File: src/rtl/sdram_rd_pkg.sv
package sdram_rd_pkg;

  typedef enum logic {
    CL_TWO   = 1'b0,
    CL_THREE = 1'b1
  } cas_lat_e;

  localparam logic [2:0] BM_PAGE = 3'b111;

  // log2 of the fixed burst length; unused codes behave as length 1
  function automatic logic [1:0] burst_log2(input logic [2:0] mode);
    case (mode)
      3'd1:    return 2'd1;
      3'd2:    return 2'd2;
      3'd3:    return 2'd3;
      default: return 2'd0;
    endcase
  endfunction

  function automatic logic is_page(input logic [2:0] mode);
    return mode == BM_PAGE;
  endfunction

endpackage

File: src/rtl/sdram_rd_cmd_align.sv
module sdram_rd_cmd_align
  import sdram_rd_pkg::*;
#(
  parameter int BANK_W = 2,
  parameter int COL_W  = 8
) (
  input  logic              clk_i,
  input  logic              rst_ni,
  input  logic              cl_sel_i,
  input  logic              cmd_i,
  input  logic [BANK_W-1:0] bank_i,
  input  logic [COL_W-1:0]  col_i,
  input  logic              ap_i,
  input  logic [2:0]        mode_i,
  output logic              ld_o,
  output logic [BANK_W-1:0] ld_bank_o,
  output logic [COL_W-1:0]  ld_col_o,
  output logic              ld_ap_o,
  output logic [2:0]        ld_mode_o
);

  logic              cmd_q;
  logic [BANK_W-1:0] bank_q;
  logic [COL_W-1:0]  col_q;
  logic              ap_q;
  logic [2:0]        mode_q;

  always_ff @(posedge clk_i or negedge rst_ni) begin
    if (!rst_ni) begin
      cmd_q  <= 1'b0;
      bank_q <= '0;
      col_q  <= '0;
      ap_q   <= 1'b0;
      mode_q <= '0;
    end else begin
      cmd_q  <= cmd_i;
      bank_q <= bank_i;
      col_q  <= col_i;
      ap_q   <= ap_i;
      mode_q <= mode_i;
    end
  end

  // latency 3 loads the burst generator one clock later than latency 2
  always_comb begin
    if (cas_lat_e'(cl_sel_i) == CL_THREE) begin
      ld_o      = cmd_q;
      ld_bank_o = bank_q;
      ld_col_o  = col_q;
      ld_ap_o   = ap_q;
      ld_mode_o = mode_q;
    end else begin
      ld_o      = cmd_i;
      ld_bank_o = bank_i;
      ld_col_o  = col_i;
      ld_ap_o   = ap_i;
      ld_mode_o = mode_i;
    end
  end

endmodule

File: src/rtl/sdram_rd_burst_gen.sv
module sdram_rd_burst_gen
  import sdram_rd_pkg::*;
#(
  parameter int BANK_W = 2,
  parameter int COL_W  = 8,
  parameter int NB     = 4
) (
  input  logic              clk_i,
  input  logic              rst_ni,
  input  logic              ld_i,
  input  logic [BANK_W-1:0] ld_bank_i,
  input  logic [COL_W-1:0]  ld_col_i,
  input  logic              ld_ap_i,
  input  logic [2:0]        ld_mode_i,
  output logic              act_o,
  output logic [BANK_W-1:0] bank_o,
  output logic [COL_W-1:0]  col_o,
  output logic [NB-1:0]     done_o
);

  localparam int REM_W = 3;

  logic              act_q, page_q, ap_q;
  logic [BANK_W-1:0] bank_q;
  logic [COL_W-1:0]  col_q;
  logic [REM_W-1:0]  rem_q;
  logic [1:0]        lg_q;

  logic [COL_W-1:0]  mask, col_inc, col_nxt;
  logic              last;

  always_comb begin
    mask    = (COL_W'(1) << lg_q) - COL_W'(1);
    col_inc = col_q + COL_W'(1);
    col_nxt = page_q ? col_inc : ((col_q & ~mask) | (col_inc & mask));
    last    = act_q && !page_q && (rem_q == '0);
    done_o  = (last && ap_q) ? (NB'(1) << bank_q) : '0;
  end

  // a new load always wins: this is what truncates the older burst
  always_ff @(posedge clk_i or negedge rst_ni) begin
    if (!rst_ni) begin
      act_q  <= 1'b0;
      page_q <= 1'b0;
      ap_q   <= 1'b0;
      bank_q <= '0;
      col_q  <= '0;
      rem_q  <= '0;
      lg_q   <= '0;
    end else if (ld_i) begin
      act_q  <= 1'b1;
      page_q <= is_page(ld_mode_i);
      ap_q   <= ld_ap_i;
      bank_q <= ld_bank_i;
      col_q  <= ld_col_i;
      lg_q   <= burst_log2(ld_mode_i);
      rem_q  <= ~({REM_W{1'b1}} << burst_log2(ld_mode_i));
    end else if (last) begin
      act_q <= 1'b0;
    end else if (act_q) begin
      col_q <= col_nxt;
      rem_q <= rem_q - REM_W'(1);
    end
  end

  assign act_o  = act_q;
  assign bank_o = bank_q;
  assign col_o  = col_q;

endmodule

File: src/rtl/sdram_rd_out_stage.sv
module sdram_rd_out_stage #(
  parameter int DATA_W = 16,
  parameter int NB     = 4
) (
  input  logic              clk_i,
  input  logic              rst_ni,
  input  logic              iss_i,
  input  logic [NB-1:0]     done_i,
  input  logic [DATA_W-1:0] mem_data_i,
  output logic [DATA_W-1:0] dq_o,
  output logic              dq_oe_o,
  output logic [NB-1:0]     pre_done_o
);

  logic          dat_vld_q;
  logic [NB-1:0] pd_q;

  always_ff @(posedge clk_i or negedge rst_ni) begin
    if (!rst_ni) begin
      dat_vld_q  <= 1'b0;
      pd_q       <= '0;
      dq_o       <= '0;
      dq_oe_o    <= 1'b0;
      pre_done_o <= '0;
    end else begin
      dat_vld_q  <= iss_i;
      pd_q       <= done_i;
      dq_o       <= dat_vld_q ? mem_data_i : '0;
      dq_oe_o    <= dat_vld_q;
      pre_done_o <= pd_q;
    end
  end

endmodule

File: src/rtl/sdram_rd_seq.sv
module sdram_rd_seq #(
  parameter int DATA_W = 16,
  parameter int COL_W  = 8,
  parameter int BANK_W = 2
) (
  input  logic                   clk_i,
  input  logic                   rst_ni,
  input  logic                   cas_lat_i,
  input  logic [2:0]             burst_mode_i,
  input  logic                   rd_cmd_i,
  input  logic [BANK_W-1:0]      rd_bank_i,
  input  logic [COL_W-1:0]       rd_col_i,
  input  logic                   rd_ap_i,
  output logic                   mem_rd_o,
  output logic [BANK_W-1:0]      mem_bank_o,
  output logic [COL_W-1:0]       mem_col_o,
  input  logic [DATA_W-1:0]      mem_data_i,
  output logic [DATA_W-1:0]      dq_o,
  output logic                   dq_oe_o,
  output logic [(1<<BANK_W)-1:0] pre_done_o
);

  localparam int NB = 1 << BANK_W;

  logic              ld;
  logic [BANK_W-1:0] ld_bank;
  logic [COL_W-1:0]  ld_col;
  logic              ld_ap;
  logic [2:0]        ld_mode;
  logic [NB-1:0]     done;

  sdram_rd_cmd_align #(.BANK_W(BANK_W), .COL_W(COL_W)) u_align (
    .clk_i     (clk_i),
    .rst_ni    (rst_ni),
    .cl_sel_i  (cas_lat_i),
    .cmd_i     (rd_cmd_i),
    .bank_i    (rd_bank_i),
    .col_i     (rd_col_i),
    .ap_i      (rd_ap_i),
    .mode_i    (burst_mode_i),
    .ld_o      (ld),
    .ld_bank_o (ld_bank),
    .ld_col_o  (ld_col),
    .ld_ap_o   (ld_ap),
    .ld_mode_o (ld_mode)
  );

  sdram_rd_burst_gen #(.BANK_W(BANK_W), .COL_W(COL_W), .NB(NB)) u_gen (
    .clk_i     (clk_i),
    .rst_ni    (rst_ni),
    .ld_i      (ld),
    .ld_bank_i (ld_bank),
    .ld_col_i  (ld_col),
    .ld_ap_i   (ld_ap),
    .ld_mode_i (ld_mode),
    .act_o     (mem_rd_o),
    .bank_o    (mem_bank_o),
    .col_o     (mem_col_o),
    .done_o    (done)
  );

  sdram_rd_out_stage #(.DATA_W(DATA_W), .NB(NB)) u_out (
    .clk_i      (clk_i),
    .rst_ni     (rst_ni),
    .iss_i      (mem_rd_o),
    .done_i     (done),
    .mem_data_i (mem_data_i),
    .dq_o       (dq_o),
    .dq_oe_o    (dq_oe_o),
    .pre_done_o (pre_done_o)
  );

endmodule

File: config.mk
export PLATFORM = sky130hd
export DESIGN_NAME = sdram_rd_seq
export DESIGN_NICKNAME = d
export VERILOG_FILES = /design/src/rtl/sdram_rd_pkg.sv /design/src/rtl/sdram_rd_cmd_align.sv /design/src/rtl/sdram_rd_burst_gen.sv /design/src/rtl/sdram_rd_out_stage.sv /design/src/rtl/sdram_rd_seq.sv
export SDC_FILE = /design/constraint.sdc
export NUM_CORES = 1
export LEC_CHECK = 0
export BUFFER_PORTS_ARGS = -buffer_cell sky130_fd_sc_hd__buf_2
export CAP_MARGIN = 20
export CELL_PAD_IN_SITES_DETAIL_PLACEMENT = 1
export CELL_PAD_IN_SITES_GLOBAL_PLACEMENT = 2
export CORE_UTILIZATION = 32
export DETAILED_ROUTE_END_ITERATION = 10
export GPL_ROUTABILITY_DRIVEN = 0
export PLACE_DENSITY = 0.85
export SYNTH_ARGS = -nofsm -noshare
export SYNTH_HDL_FRONTEND = slang
export SYNTH_SLANG_ARGS = --single-unit
File: constraint.sdc
create_clock -name clk_i -period 2.1 [get_ports clk_i]
set_clock_uncertainty 0.15 [all_clocks]
set_input_delay 0.105 -clock clk_i [delete_from_list [all_inputs] [get_ports clk_i]]
set_output_delay 0.105 -clock clk_i [all_outputs]
set_load 0.01 [all_outputs]
==> impl_metrics.py <==
metrics = {
    "sta": {
        "finalSetupTns_ps": 0,
        "min_period_ps": 1820,
        "max_slew_margin_pct": 71.6,
        "fmax_mhz": 548,
        "setup_violations": 0,
        "fin_crit_sh_pct": 86.8,
        "tightestPinTransition_ps": 425,
        "rsz0062_at_grt": "no",
        "hold_violations": 0,
        "timing.hold.ws_ps": 139,
        "slew_viol_final": 0,
    },
    "clock_network": {
        "cts_resized": 0,
        "postCtsSetupBuffers": 0,
        "cts.clk_slew.worst_paths_ps": 60,
        "cts_buffer_depth": 2,
        "clock_latency_ps": 340,
        "htreeDepth": 3,
        "root_buffer": "clkbuf_8",
        "cts_tree": "done",
        "cts_sinks": 59,
        "cts_buffers": 9,
    },
    "logic_synthesis": {
        "ys_warn_count": 0,
        "synth_edf_count": 0,
        "yosysSeqAreaShare_pct": 65.0,
        "synthCells": 185,
        "synth_area_um2": 2270,
        "ys_async_sr_fraction_pct": 100,
        "avgSynthCellArea_um2": 12.3,
        "synth.most_common_cell": "dfrtp_1",
        "yosysTopAreaCellShare_pct": 65.0,
        "yosys-top-cells-count": "dfrtp_1 (59), and2_1 (16), a21oi_1 (15)",
        "synth.largest_area_cell": "dfrtp_1",
        "synth-main-ff-cell": "dfrtp_1",
        "synthDistinctLibCells": 39,
        "synth_seq_cells": 59,
        "synth_fp_nets": 222,
        "synth_area_leaders": "dfrtp_1 (65%), and2_1 (4.4%), a21oi_1 (3.3%)",
    },
    "placement": {
        "post-dp-hpwl_mm": 3.54,
        "io_buffer_count": 65,
        "dp_cells": 341,
    },
    "global_routing": {
        "grt.overflow.total": 0,
        "grt_max_degree": 60,
        "grt_antenna_before_repair": 0,
        "grt_usage_pct": 16.4,
        "grt_pass1_vias": 1853,
        "grt_pass1_wl_mm": 8.94,
    },
    "finish": {
        "layout-drive-gt1-share_pct": 30.4,
        "nNetsFinal": 325,
        "ff_latch_area_um2": 1480,
        "fill_cells": 767,
        "area_delta_synth_final_pct": 41.3,
        "finalNonFillerCells": 389,
        "diodes": 0,
        "multiInputGateArea_um2": 729,
    },
    "power_and_ir_drop": {
        "p_sw_w": 0.000949,
        "p_clk_share_pct": 29.8,
        "comb_power_share_pct": 22.3,
        "p_int_w": 0.00214,
        "p_per_area_nw_per_um2": 962,
        "ir_drop_v": 0.000524,
        "swShare_pct": 30.7,
        "pwr-share-seq_pct": 47.9,
        "leakage_nw": 1.52,
    },
    "floorplanning": {
        "core-area_um2": 6830,
        "die_y_um": 86.2,
        "die_area_um2": 7440,
        "die_x_um": 86.2,
        "start_util_pct": 33.2,
        "placementRows": 30,
        "num_io_pins": 66,
    },
    "setup_path": {
        "arrival_ps": 1900,
        "cp.required_ps": 2180,
        "critPathMaxFanout": 8,
        "critPathKind": "reg2reg",
        "end_kind": "flip-flop",
        "cp-start-kind": "flip-flop",
    },
    "route": {
        "drcViolationCount": 0,
        "drt_wl_total_mm": 5.53,
        "first_pass_iters": 4,
        "ant_nets": 0,
        "drt_iter0_drc": 59,
        "viasPerCell": 4.50,
        "wl_per_cell_um": 14.2,
        "vias": 1749,
    },
    "outcome": {
        "status": "complete, no violations",
    },
    "flow_run": {
        "cap_violations": 0,
    },
    "hold_path": {
        "hold_class": "in2reg",
    },
}
[power by group through the flow]
stage	logic, W	registers (W)	clock network, W
after detailed placement	0.000649	0.00150	0
final	0.000688	0.00148	0.000920
after global placement	0.000625	0.00149	0
after CTS	0.000699	0.00148	0.000951
after global routing	0.000760	0.00151	0.00100
after floorplan	0.000362	0.00151	0
[logic make-up after synthesis]
group                      Yosys count  share of synthesized area, %
muxes                                7                          3.14
buffers and inverters               14                          2.86
AOI/OAI and AO/OA                   37                          10.6
xor gates and xnor gates             7                          2.70
and+or+nand+nor                     58                          14.0
adders and majority gates            3                          1.65
DFF                                 59                          65.0
[registers in the layout (all words and copies together) (netlist names), named ones only]
signal	flops
u_align.ap_q	1
u_align.bank_q	2
u_align.cmd_q	1
u_align.col_q	8
u_align.mode_q	3
u_gen.act_o	1
u_gen.ap_q	1
u_gen.bank_o	2
u_gen.col_o	6
u_gen.lg_q	2
u_gen.page_q	1
u_gen.rem_q	3
u_out.dat_vld_q	1
u_out.dq_o	16
u_out.dq_oe_o	1
u_out.pd_q	4
u_out.pre_done_o	4
[worst max-delay path, stage by stage (launching register included)]
cell and delay [ps]:
dfrtp_1 390, inv_1 90, ha_1 140, or3b_1 480, nand2_1 120, nand2_1 110
o22a_1 230
[cell type report]
type / count / area share, %
timing repair buffer: 100 / 21.2
tap: 96 / 3.74
clock inverter: 4 / 0.780
clock buffer: 12 / 4.83
sequential: 59 / 46.0
inverter: 6 / 0.702
multi-input combinational: 112 / 22.7
[worst paths after layout]
| kind | slack (ps) | cells after the start | to | start |
|---|---|---|---|---|
| setup / recovery | 280 | 6 | u_gen.rem_q[1] | u_gen.rem_q[0] |
| setup reg to reg | 280 | 6 | u_gen.rem_q[1] | u_gen.rem_q[0] |
| max in group asynchronous | 1390 | 3 | u_out.dq_o[2] | rst_ni |
| hold / removal | 140 | 3 | u_gen.page_q | cas_lat_i |
| min in group asynchronous | 150 | 3 | u_align.col_q[1] | rst_ni |
| hold reg to reg | 200 | 0 | u_out.pre_done_o[0] | u_out.pd_q[0] |
[metrics by stage]
step | cell area, µm² | total power [W] | util [%] | setup slack [ps]
after floorplan | 2270 | 0.00187 | - | 446
after global placement | 2710 | 0.00211 | 39.7 | 345
after detailed placement | 2710 | 0.00215 | 39.7 | 286
after CTS | 3210 | 0.00313 | 47.0 | 273
after global routing | 3210 | 0.00327 | 47.0 | 184
final | 3210 | 0.00309 | 47.0 | 276
[what timing repair did]
item	CTS	global route
endpoints found under the setup margin	0	0
hold buffers	32	0
endpoints found under the hold margin	93	0
[layer usage]
layer  track usage (%)  vias up  wire, µm
met3              5.81       10       289
met2              27.5       59      2800
li1                  -      843         -
met5                 0        -         0
met1              18.8      837      2310
met4              7.88        0       120
[cells in the final DEF, fill, tap and decap left out, types with 3 or more instances in the layout]
| cell | netlist | routed |
|---|---|---|
| xor2_1 | 5 | 5 |
| inv_1 | 6 | 6 |
| dlygate4sd3_1 | 0 | 32 |
| nor2b_1 | 5 | 5 |
| ha_1 | 3 | 3 |
| nand3_1 | 3 | 3 |
| clkbuf_8 | 0 | 11 |
| and2_1 | 16 | 16 |
| dfrtp_1 | 59 | 59 |
| mux2i_1 | 6 | 6 |
| nor2_1 | 9 | 9 |
| nor3_1 | 3 | 3 |
| a21oi_1 | 15 | 15 |
| buf_2 | 4 | 65 |
| a211oi_1 | 4 | 4 |
| o21ai_0 | 4 | 4 |
| nand2_1 | 13 | 13 |
Power figures use the tool's default switching activity.
